## config.mk

```make
export PLATFORM = sky130hd
export DESIGN_NAME = hit_stamp_buffer
export DESIGN_NICKNAME = d
export VERILOG_FILES = /design/src/rtl/hsb_pkg.sv /design/src/rtl/hsb_xing_ctr.sv /design/src/rtl/hsb_store.sv /design/src/rtl/hsb_ctrl.sv /design/src/rtl/hit_stamp_buffer.sv
export SDC_FILE = /design/constraint.sdc
export NUM_CORES = 1
export LEC_CHECK = 0
export BUFFER_PORTS_ARGS = -buffer_cell sky130_fd_sc_hd__buf_2
export CAP_MARGIN = 15
export CORE_UTILIZATION = 35
export DETAILED_ROUTE_END_ITERATION = 6
export PLACE_DENSITY = 0.48
export SYNTH_ARGS = -nofsm -noshare
export SYNTH_HDL_FRONTEND = slang
export SYNTH_SLANG_ARGS = --single-unit
```

## constraint.sdc

```tcl
create_clock -name clk -period 7.7 [get_ports clk]
set_input_delay 0.77 -clock clk [delete_from_list [all_inputs] [get_ports clk]]
set_output_delay 0.77 -clock clk [all_outputs]
set_load 0.05 [all_outputs]
```

## src/rtl/hsb_pkg.sv

```systemverilog
package hsb_pkg;
    typedef enum logic [1:0] {
        ST_IDLE,
        ST_ACQ,
        ST_HDR,
        ST_DATA
    } hsb_state_t;

    localparam int WORD_W = 16;
endpackage

```

## src/rtl/hsb_xing_ctr.sv

```systemverilog
module hsb_xing_ctr #(
    parameter int MAX_XING = 5000,
    parameter int CW       = 13
) (
    input  logic          clk,
    input  logic          rst_n,
    input  logic          clr,
    input  logic          step,
    output logic [CW-1:0] count,
    output logic          at_limit
);
    assign at_limit = (count == CW'(MAX_XING));

    always_ff @(posedge clk) begin
        if (!rst_n) begin
            count <= '0;
        end else if (clr) begin
            count <= '0;
        end else if (step && !at_limit) begin
            count <= count + CW'(1);
        end
    end

    AST_XING_CEILING: assert property (@(posedge clk) disable iff (!rst_n)
        count <= CW'(MAX_XING));
endmodule

```

## src/rtl/hsb_store.sv

```systemverilog
module hsb_store #(
    parameter int DEPTH = 16,
    parameter int XW    = 13,
    parameter int PW    = 5,
    parameter int IW    = 4
) (
    input  logic          clk,
    input  logic          rst_n,
    input  logic          clr,
    input  logic          wr_en,
    input  logic [XW-1:0] wr_data,
    input  logic [IW-1:0] rd_idx,
    output logic [XW-1:0] rd_data,
    output logic [PW-1:0] fill,
    output logic          full
);
    logic [XW-1:0] slots [DEPTH];

    assign full    = (fill == PW'(DEPTH));
    assign rd_data = slots[rd_idx];

    always_ff @(posedge clk) begin
        if (!rst_n) begin
            fill <= '0;
        end else if (clr) begin
            fill <= '0;
        end else if (wr_en && !full) begin
            fill <= fill + PW'(1);
        end
    end

    always_ff @(posedge clk) begin
        if (wr_en && !full && !clr) begin
            slots[fill[IW-1:0]] <= wr_data;
        end
    end

    AST_FILL_BOUND: assert property (@(posedge clk) disable iff (!rst_n)
        fill <= PW'(DEPTH));
    AST_FILL_NO_SHRINK: assert property (@(posedge clk) disable iff (!rst_n)
        !clr |=> fill >= $past(fill));
    AST_FULL_HOLDS: assert property (@(posedge clk) disable iff (!rst_n)
        (full && !clr) |=> full);
endmodule

```

## src/rtl/hsb_ctrl.sv

```systemverilog
module hsb_ctrl
    import hsb_pkg::*;
#(
    parameter int XW = 13,
    parameter int PW = 5,
    parameter int IW = 4
) (
    input  logic              clk,
    input  logic              rst_n,
    input  logic              train_start,
    input  logic              train_end,
    input  logic              xing_strobe,
    input  logic              hit_in,
    input  logic              out_ready,
    input  logic              at_limit,
    input  logic [PW-1:0]     fill,
    input  logic              full,
    input  logic [XW-1:0]     rd_data,
    output logic              clr,
    output logic              ctr_step,
    output logic              st_wr,
    output logic [IW-1:0]     rd_idx,
    output logic              comp_en,
    output logic              out_valid,
    output logic [WORD_W-1:0] out_data,
    output logic              out_last
);
    hsb_state_t state, state_nx;
    logic       ovf;
    logic       acq_go;
    logic       accept;
    logic       tail;

    assign clr      = train_start && (state == ST_IDLE || state == ST_ACQ);
    assign acq_go   = (state == ST_ACQ) && !train_start && !train_end
                      && xing_strobe && !at_limit;
    assign ctr_step = acq_go;
    assign st_wr    = acq_go && hit_in;
    assign accept   = out_valid && out_ready;
    assign tail     = (PW'(rd_idx) == fill - PW'(1));

    always_comb begin
        state_nx = state;
        unique case (state)
            ST_IDLE: if (train_start) state_nx = ST_ACQ;
            ST_ACQ:  if (!train_start && train_end) state_nx = ST_HDR;
            ST_HDR:  if (accept) state_nx = (fill == '0) ? ST_IDLE : ST_DATA;
            ST_DATA: if (accept && tail) state_nx = ST_IDLE;
            default: state_nx = ST_IDLE;
        endcase
    end

    always_ff @(posedge clk) begin
        if (!rst_n) begin
            state <= ST_IDLE;
        end else begin
            state <= state_nx;
        end
    end

    always_ff @(posedge clk) begin
        if (!rst_n) begin
            ovf    <= 1'b0;
            rd_idx <= '0;
        end else begin
            if (clr) begin
                ovf <= 1'b0;
            end else if (st_wr && full) begin
                ovf <= 1'b1;
            end
            if (state == ST_HDR) begin
                rd_idx <= '0;
            end else if (state == ST_DATA && accept) begin
                rd_idx <= rd_idx + IW'(1);
            end
        end
    end

    always_comb begin
        comp_en   = 1'b0;
        out_valid = 1'b0;
        out_data  = '0;
        out_last  = 1'b0;
        unique case (state)
            ST_IDLE: ;
            ST_ACQ: comp_en = acq_go;
            ST_HDR: begin
                out_valid    = 1'b1;
                out_data     = WORD_W'(fill);
                out_data[15] = ovf;
                out_last     = (fill == '0);
            end
            ST_DATA: begin
                out_valid = 1'b1;
                out_data  = WORD_W'(rd_data);
                out_last  = tail;
            end
            default: ;
        endcase
    end

    AST_HOLD_WORD: assert property (@(posedge clk) disable iff (!rst_n)
        (out_valid && !out_ready) |=> (out_valid && $stable(out_data)));
    AST_IDLE_AFTER_LAST: assert property (@(posedge clk) disable iff (!rst_n)
        (out_valid && out_ready && out_last) |=> !out_valid);
    AST_QUIET_COMPARATOR: assert property (@(posedge clk) disable iff (!rst_n)
        out_valid |-> !comp_en);
    AST_NO_WRITE_IN_READOUT: assert property (@(posedge clk) disable iff (!rst_n)
        out_valid |-> !st_wr);
    AST_OVF_STICKY: assert property (@(posedge clk) disable iff (!rst_n)
        (ovf && !clr) |=> ovf);
endmodule

```

## src/rtl/hit_stamp_buffer.sv

```systemverilog
module hit_stamp_buffer
    import hsb_pkg::*;
#(
    parameter int DEPTH    = 16,
    parameter int MAX_XING = 5000
) (
    input  logic        clk,
    input  logic        rst_n,
    input  logic        train_start,
    input  logic        train_end,
    input  logic        xing_strobe,
    input  logic        hit_in,
    output logic        comp_en,
    output logic        out_valid,
    input  logic        out_ready,
    output logic [15:0] out_data,
    output logic        out_last
);
    localparam int CW = $clog2(MAX_XING + 1);
    localparam int XW = $clog2(MAX_XING);
    localparam int PW = $clog2(DEPTH + 1);
    localparam int IW = (DEPTH > 1) ? $clog2(DEPTH) : 1;

    logic          clr, ctr_step, st_wr, at_limit, full;
    logic [CW-1:0] count;
    logic [PW-1:0] fill;
    logic [IW-1:0] rd_idx;
    logic [XW-1:0] rd_data;

    hsb_xing_ctr #(.MAX_XING(MAX_XING), .CW(CW)) u_ctr (
        .clk(clk), .rst_n(rst_n), .clr(clr), .step(ctr_step),
        .count(count), .at_limit(at_limit)
    );

    hsb_store #(.DEPTH(DEPTH), .XW(XW), .PW(PW), .IW(IW)) u_store (
        .clk(clk), .rst_n(rst_n), .clr(clr), .wr_en(st_wr),
        .wr_data(count[XW-1:0]), .rd_idx(rd_idx), .rd_data(rd_data),
        .fill(fill), .full(full)
    );

    hsb_ctrl #(.XW(XW), .PW(PW), .IW(IW)) u_ctrl (
        .clk(clk), .rst_n(rst_n), .train_start(train_start),
        .train_end(train_end), .xing_strobe(xing_strobe), .hit_in(hit_in),
        .out_ready(out_ready), .at_limit(at_limit), .fill(fill), .full(full),
        .rd_data(rd_data), .clr(clr), .ctr_step(ctr_step), .st_wr(st_wr),
        .rd_idx(rd_idx), .comp_en(comp_en), .out_valid(out_valid),
        .out_data(out_data), .out_last(out_last)
    );
endmodule

```

==> run_results.csv <==
group,metric,value,unit
worst_hold_path,min_path_type,"reg -> reg",
synthesis,synth.distinct_cells,48,
clock_network,htree_levels,1,
routing,wl,22.4,mm
clock_network,cts-buffers-inserted,26,
sta,timing.setup.tns,0,ns
sta,finalCritPeriodShare,48.8,%
clock_network,cts_tree,"built",
floorplanning,start_util,35.6,%
synthesis,yosysWarnings,0,
placement,routabilityCongestion,0.780,
synthesis,synth_top_area_share,65.0,%
routing,vias_per_cell,5.34,
critical_path,worstPathCellList,"buf_4 > nor2b_1 > nand2_1 > a32oi_1 > o21ai_0 > buf_2",
synthesis,synth_edf_count,208,
critical_path,endpoint_kind,"output port",
critical_path,rrSetupSlack,4.30,ns
finish,fillers,2395,
sta,period_minus_slack,3.76,ns
synthesis,ys_ff_latch,237,
synthesis,async_flop_share,0,%
floorplanning,die_h,168,um
power,powerDensity,235,mW/mm^2
grt,grt_pass1_vias,5437,
critical_path,crit_path_max_fanout,41,
routing,vias,5192,
power,vdd_drop_max,111,uV
finish,area_delta_synth_final,14.8,%
sta,rsz0062_at_grt,"false",
critical_path,path_depth,6,
synthesis,syn_inst,572,
finish,fin_nets,627,
clock_network,cts_setup_buffers,0,
clock_network,ctsHoldBuffers,0,
grt,antenna_found_initial,0,
routing,wl_per_cell,23.0,um
sta,worst_pin_slew,0.950,ns
critical_path,rr_startpoint,"u_ctr.count[0]$_SDFFE_PP0P_",
clock_network,cts.path.max_buffers,3,
clock_network,clk-insertion-delay-late,0.53,ns
finish,drive_gt1_share,20.3,%
run,drv_cap,0,
clock_network,cts_resized,0,
synthesis,ys_seq_area_share,71.1,%
critical_path,cp-start-kind,"register",
synthesis,synth_largest_area_cell,"edfxtp_1",
placement,dp_hpwl,14.4,mm
floorplanning,num_io_pins,26,
sta,setup_violations,0,
floorplanning,coreArea,0.0270,mm^2
critical_path,path_buf_inv,2,
critical_path,cp_data_required_time,6.93,ns
finish,final_cells,973,
routing,drtIter0Drc,447,
floorplanning,fp.dieW,168,um
placement,io_buffers,23,
placement,dp_cells,921,
sta,max_slew_margin,36.6,%
routing,drt_first_pass_iters,4,
routing,antenna_left,0,
clock_network,clock_sinks,237,
floorplanning,fp.dieArea,0.0281,mm^2
sta,hold_viol_final,0,
critical_path,worstReg2RegEnd,"u_store.slots[8][9]$_DFFE_PP_",
grt,grt_max_degree,42,
sta,slew_violations,0,
clock_network,cts.clk_slew.worst_paths,0.06,ns
synthesis,synth_area,0.00961,mm^2
critical_path,slowest_stage,"nor2b_1",
grt,grt_pass1_wl,34.3,mm
critical_path,slowest_delay,0.69,ns
sta,skew,0.0112,ns
grt,overflow,0,
critical_path,path_class,"reg -> out",
critical_path,reg2regPathDepth,8,
run_status,status,"completed",
grt,track_usage,16.4,%
sta,max_freq,0.266,GHz
synthesis,ys_dominant_reg_cell,"edfxtp_1",
routing,drc,0,
power,leakage,3.65,nW
synthesis,synth.area.top_cells,"edfxtp_1, mux4_2, dfxtp_1",
floorplanning,std_cell_rows,60,
critical_path,cp_top_family,"buffers and inverters",
clock_network,clockRootBuffer,"clkbuf_16",
finish,n_antenna_cell,0,
synthesis,postSynthAreaPerCell,16.8,um^2
critical_path,worstPathArrival,2.99,ns
critical_path,crit_path_end,"out_data[1]",
[worst reg2reg max path, stage by stage, from the launching register on]
cell and delay [ns]:
dfxtp_1 0.81, inv_1 0.12, ha_1 0.23, nand4b_1 0.14, nor3_4 0.09, nor4b_4 0.51, nand2_1 0.24, nor2_1 0.65
buf_4 0.31
[synth_stat cells (2+ instances only)]
cell      number
and3_1         3
a31oi_1        2
and2_1         3
a21oi_1       13
nor2b_1       10
edfxtp_1     208
ha_1           7
xnor2_1       12
nand4_1        7
or3_1          4
nand3_1        8
a32oi_1        5
nand3b_1       2
clkbuf_1      18
buf_2         11
o22ai_1        8
buf_4          2
dfxtp_1       29
nor2_1        33
nand2b_1       7
mux4_2        37
xor2_1         4
o21ai_0       12
mux2i_1       50
nand2_1       29
a22oi_1       10
inv_1          6
nand4b_1       2
nor3_1        11
[how the worst min path moves through the flow]
stage / start / to / slack [ns] / cells past startpoint
floorplan: u_ctrl.ovf$_SDFFE_PP0P_ / u_ctrl.ovf$_SDFFE_PP0P_ / 0.43 / 2
global placement: u_ctrl.ovf$_SDFFE_PP0P_ / u_ctrl.ovf$_SDFFE_PP0P_ / 0.46 / 2
detailed placement: u_ctrl.ovf$_SDFFE_PP0P_ / u_ctrl.ovf$_SDFFE_PP0P_ / 0.47 / 2
CTS: u_ctrl.ovf$_SDFFE_PP0P_ / u_ctrl.ovf$_SDFFE_PP0P_ / 0.48 / 2
global route: u_ctrl.ovf$_SDFFE_PP0P_ / u_ctrl.ovf$_SDFFE_PP0P_ / 0.50 / 2
finish: u_ctrl.ovf$_SDFFE_PP0P_ / u_ctrl.ovf$_SDFFE_PP0P_ / 0.47 / 2
[where the power goes]
group	leakage [nW]	total (W)	switching (W)	internal [W]
sequential	2.33	0.00138	0.00000314	0.00138
clock	0.402	0.00119	0.000485	0.000706
combinational	0.919	0.0000256	0.0000171	0.00000847
[state kept, by name (all words and copies together) (netlist names), named ones only]
| signal | count |
|---|---|
| u_ctrl.ovf | 1 |
| u_ctr.count | 13 |
| u_store.fill | 5 |
| u_ctrl.rd_idx | 4 |
| u_store.slots | 208 |
| u_ctrl.state | 2 |
[area by class of cell]
class | instances | area, um^2 | share of cell area [%]
well taps | 341 | 427 | 3.87
inverters | 6 | 22.5 | 0.204
clock inverters | 13 | 118 | 1.07
repair buffers | 44 | 288 | 2.61
multi-input cells | 298 | 2650 | 24.0
flip-flops and latches | 237 | 6830 | 61.9
clock buffers | 34 | 702 | 6.36
[metal layers]
metal	global-route usage, %	up-vias	share of wire, %
li1	-	2337	-
met1	23.2	2692	47
met2	26.2	133	47
met3	2.81	30	4.8
met4	4.47	0	1.7
met5	0	-	0
[cell families after synthesis]
family	Yosys count	synth area share [%]
flip-flops	237	71.1
AND/OR/NAND/NOR	132	7.40
multiplexers	87	13.9
AO/OA/AOI/OAI	54	3.56
buffers and inverters	38	1.71
XOR/XNOR	16	1.46
adder cells (fa/ha/maj)	7	0.912
other	1	0.0390
[stage by stage]
step / power [W] / util (%) / hold slack (ns) / worst slack, ns / instance area, um^2
after global routing: 0.00268 / 40.9 / 0.505 / 3.74 / 11000
after floorplan: 0.00143 / - / 0.428 / 4.47 / 9610
final: 0.00260 / 40.9 / 0.472 / 3.94 / 11000
after global placement: 0.00143 / 37.6 / 0.457 / 4.00 / 10100
after detailed placement: 0.00143 / 37.7 / 0.467 / 4.00 / 10200
after CTS: 0.00262 / 40.8 / 0.478 / 3.84 / 11000
[placed cells by master (no fill, tap or decap), types with 2 or more instances in the layout]
master	netlist	routed
a21oi_1	13	13
a22oi_1	10	10
a31oi_1	2	2
a32oi_1	5	5
and2_1	3	3
and3_1	3	3
buf_2	11	23
buf_4	2	17
buf_6	0	4
bufinv_16	0	2
clkbuf_1	18	7
clkbuf_16	0	27
clkinv_1	0	3
clkinv_2	0	6
conb_1	1	2
dfxtp_1	29	27
dfxtp_2	0	2
edfxtp_1	208	208
ha_1	7	7
inv_1	6	6
mux2i_1	50	50
mux4_2	37	37
nand2_1	29	29
nand2b_1	7	7
nand3_1	8	8
nand3b_1	2	2
nand4_1	7	7
nand4b_1	2	2
nor2_1	33	33
nor2b_1	10	10
nor3_1	11	6
nor3_2	0	5
o21ai_0	12	12
o22ai_1	8	8
or3_1	4	4
xnor2_1	12	12
xor2_1	4	4
No activity file was read; power rests on OpenSTA's default activity.
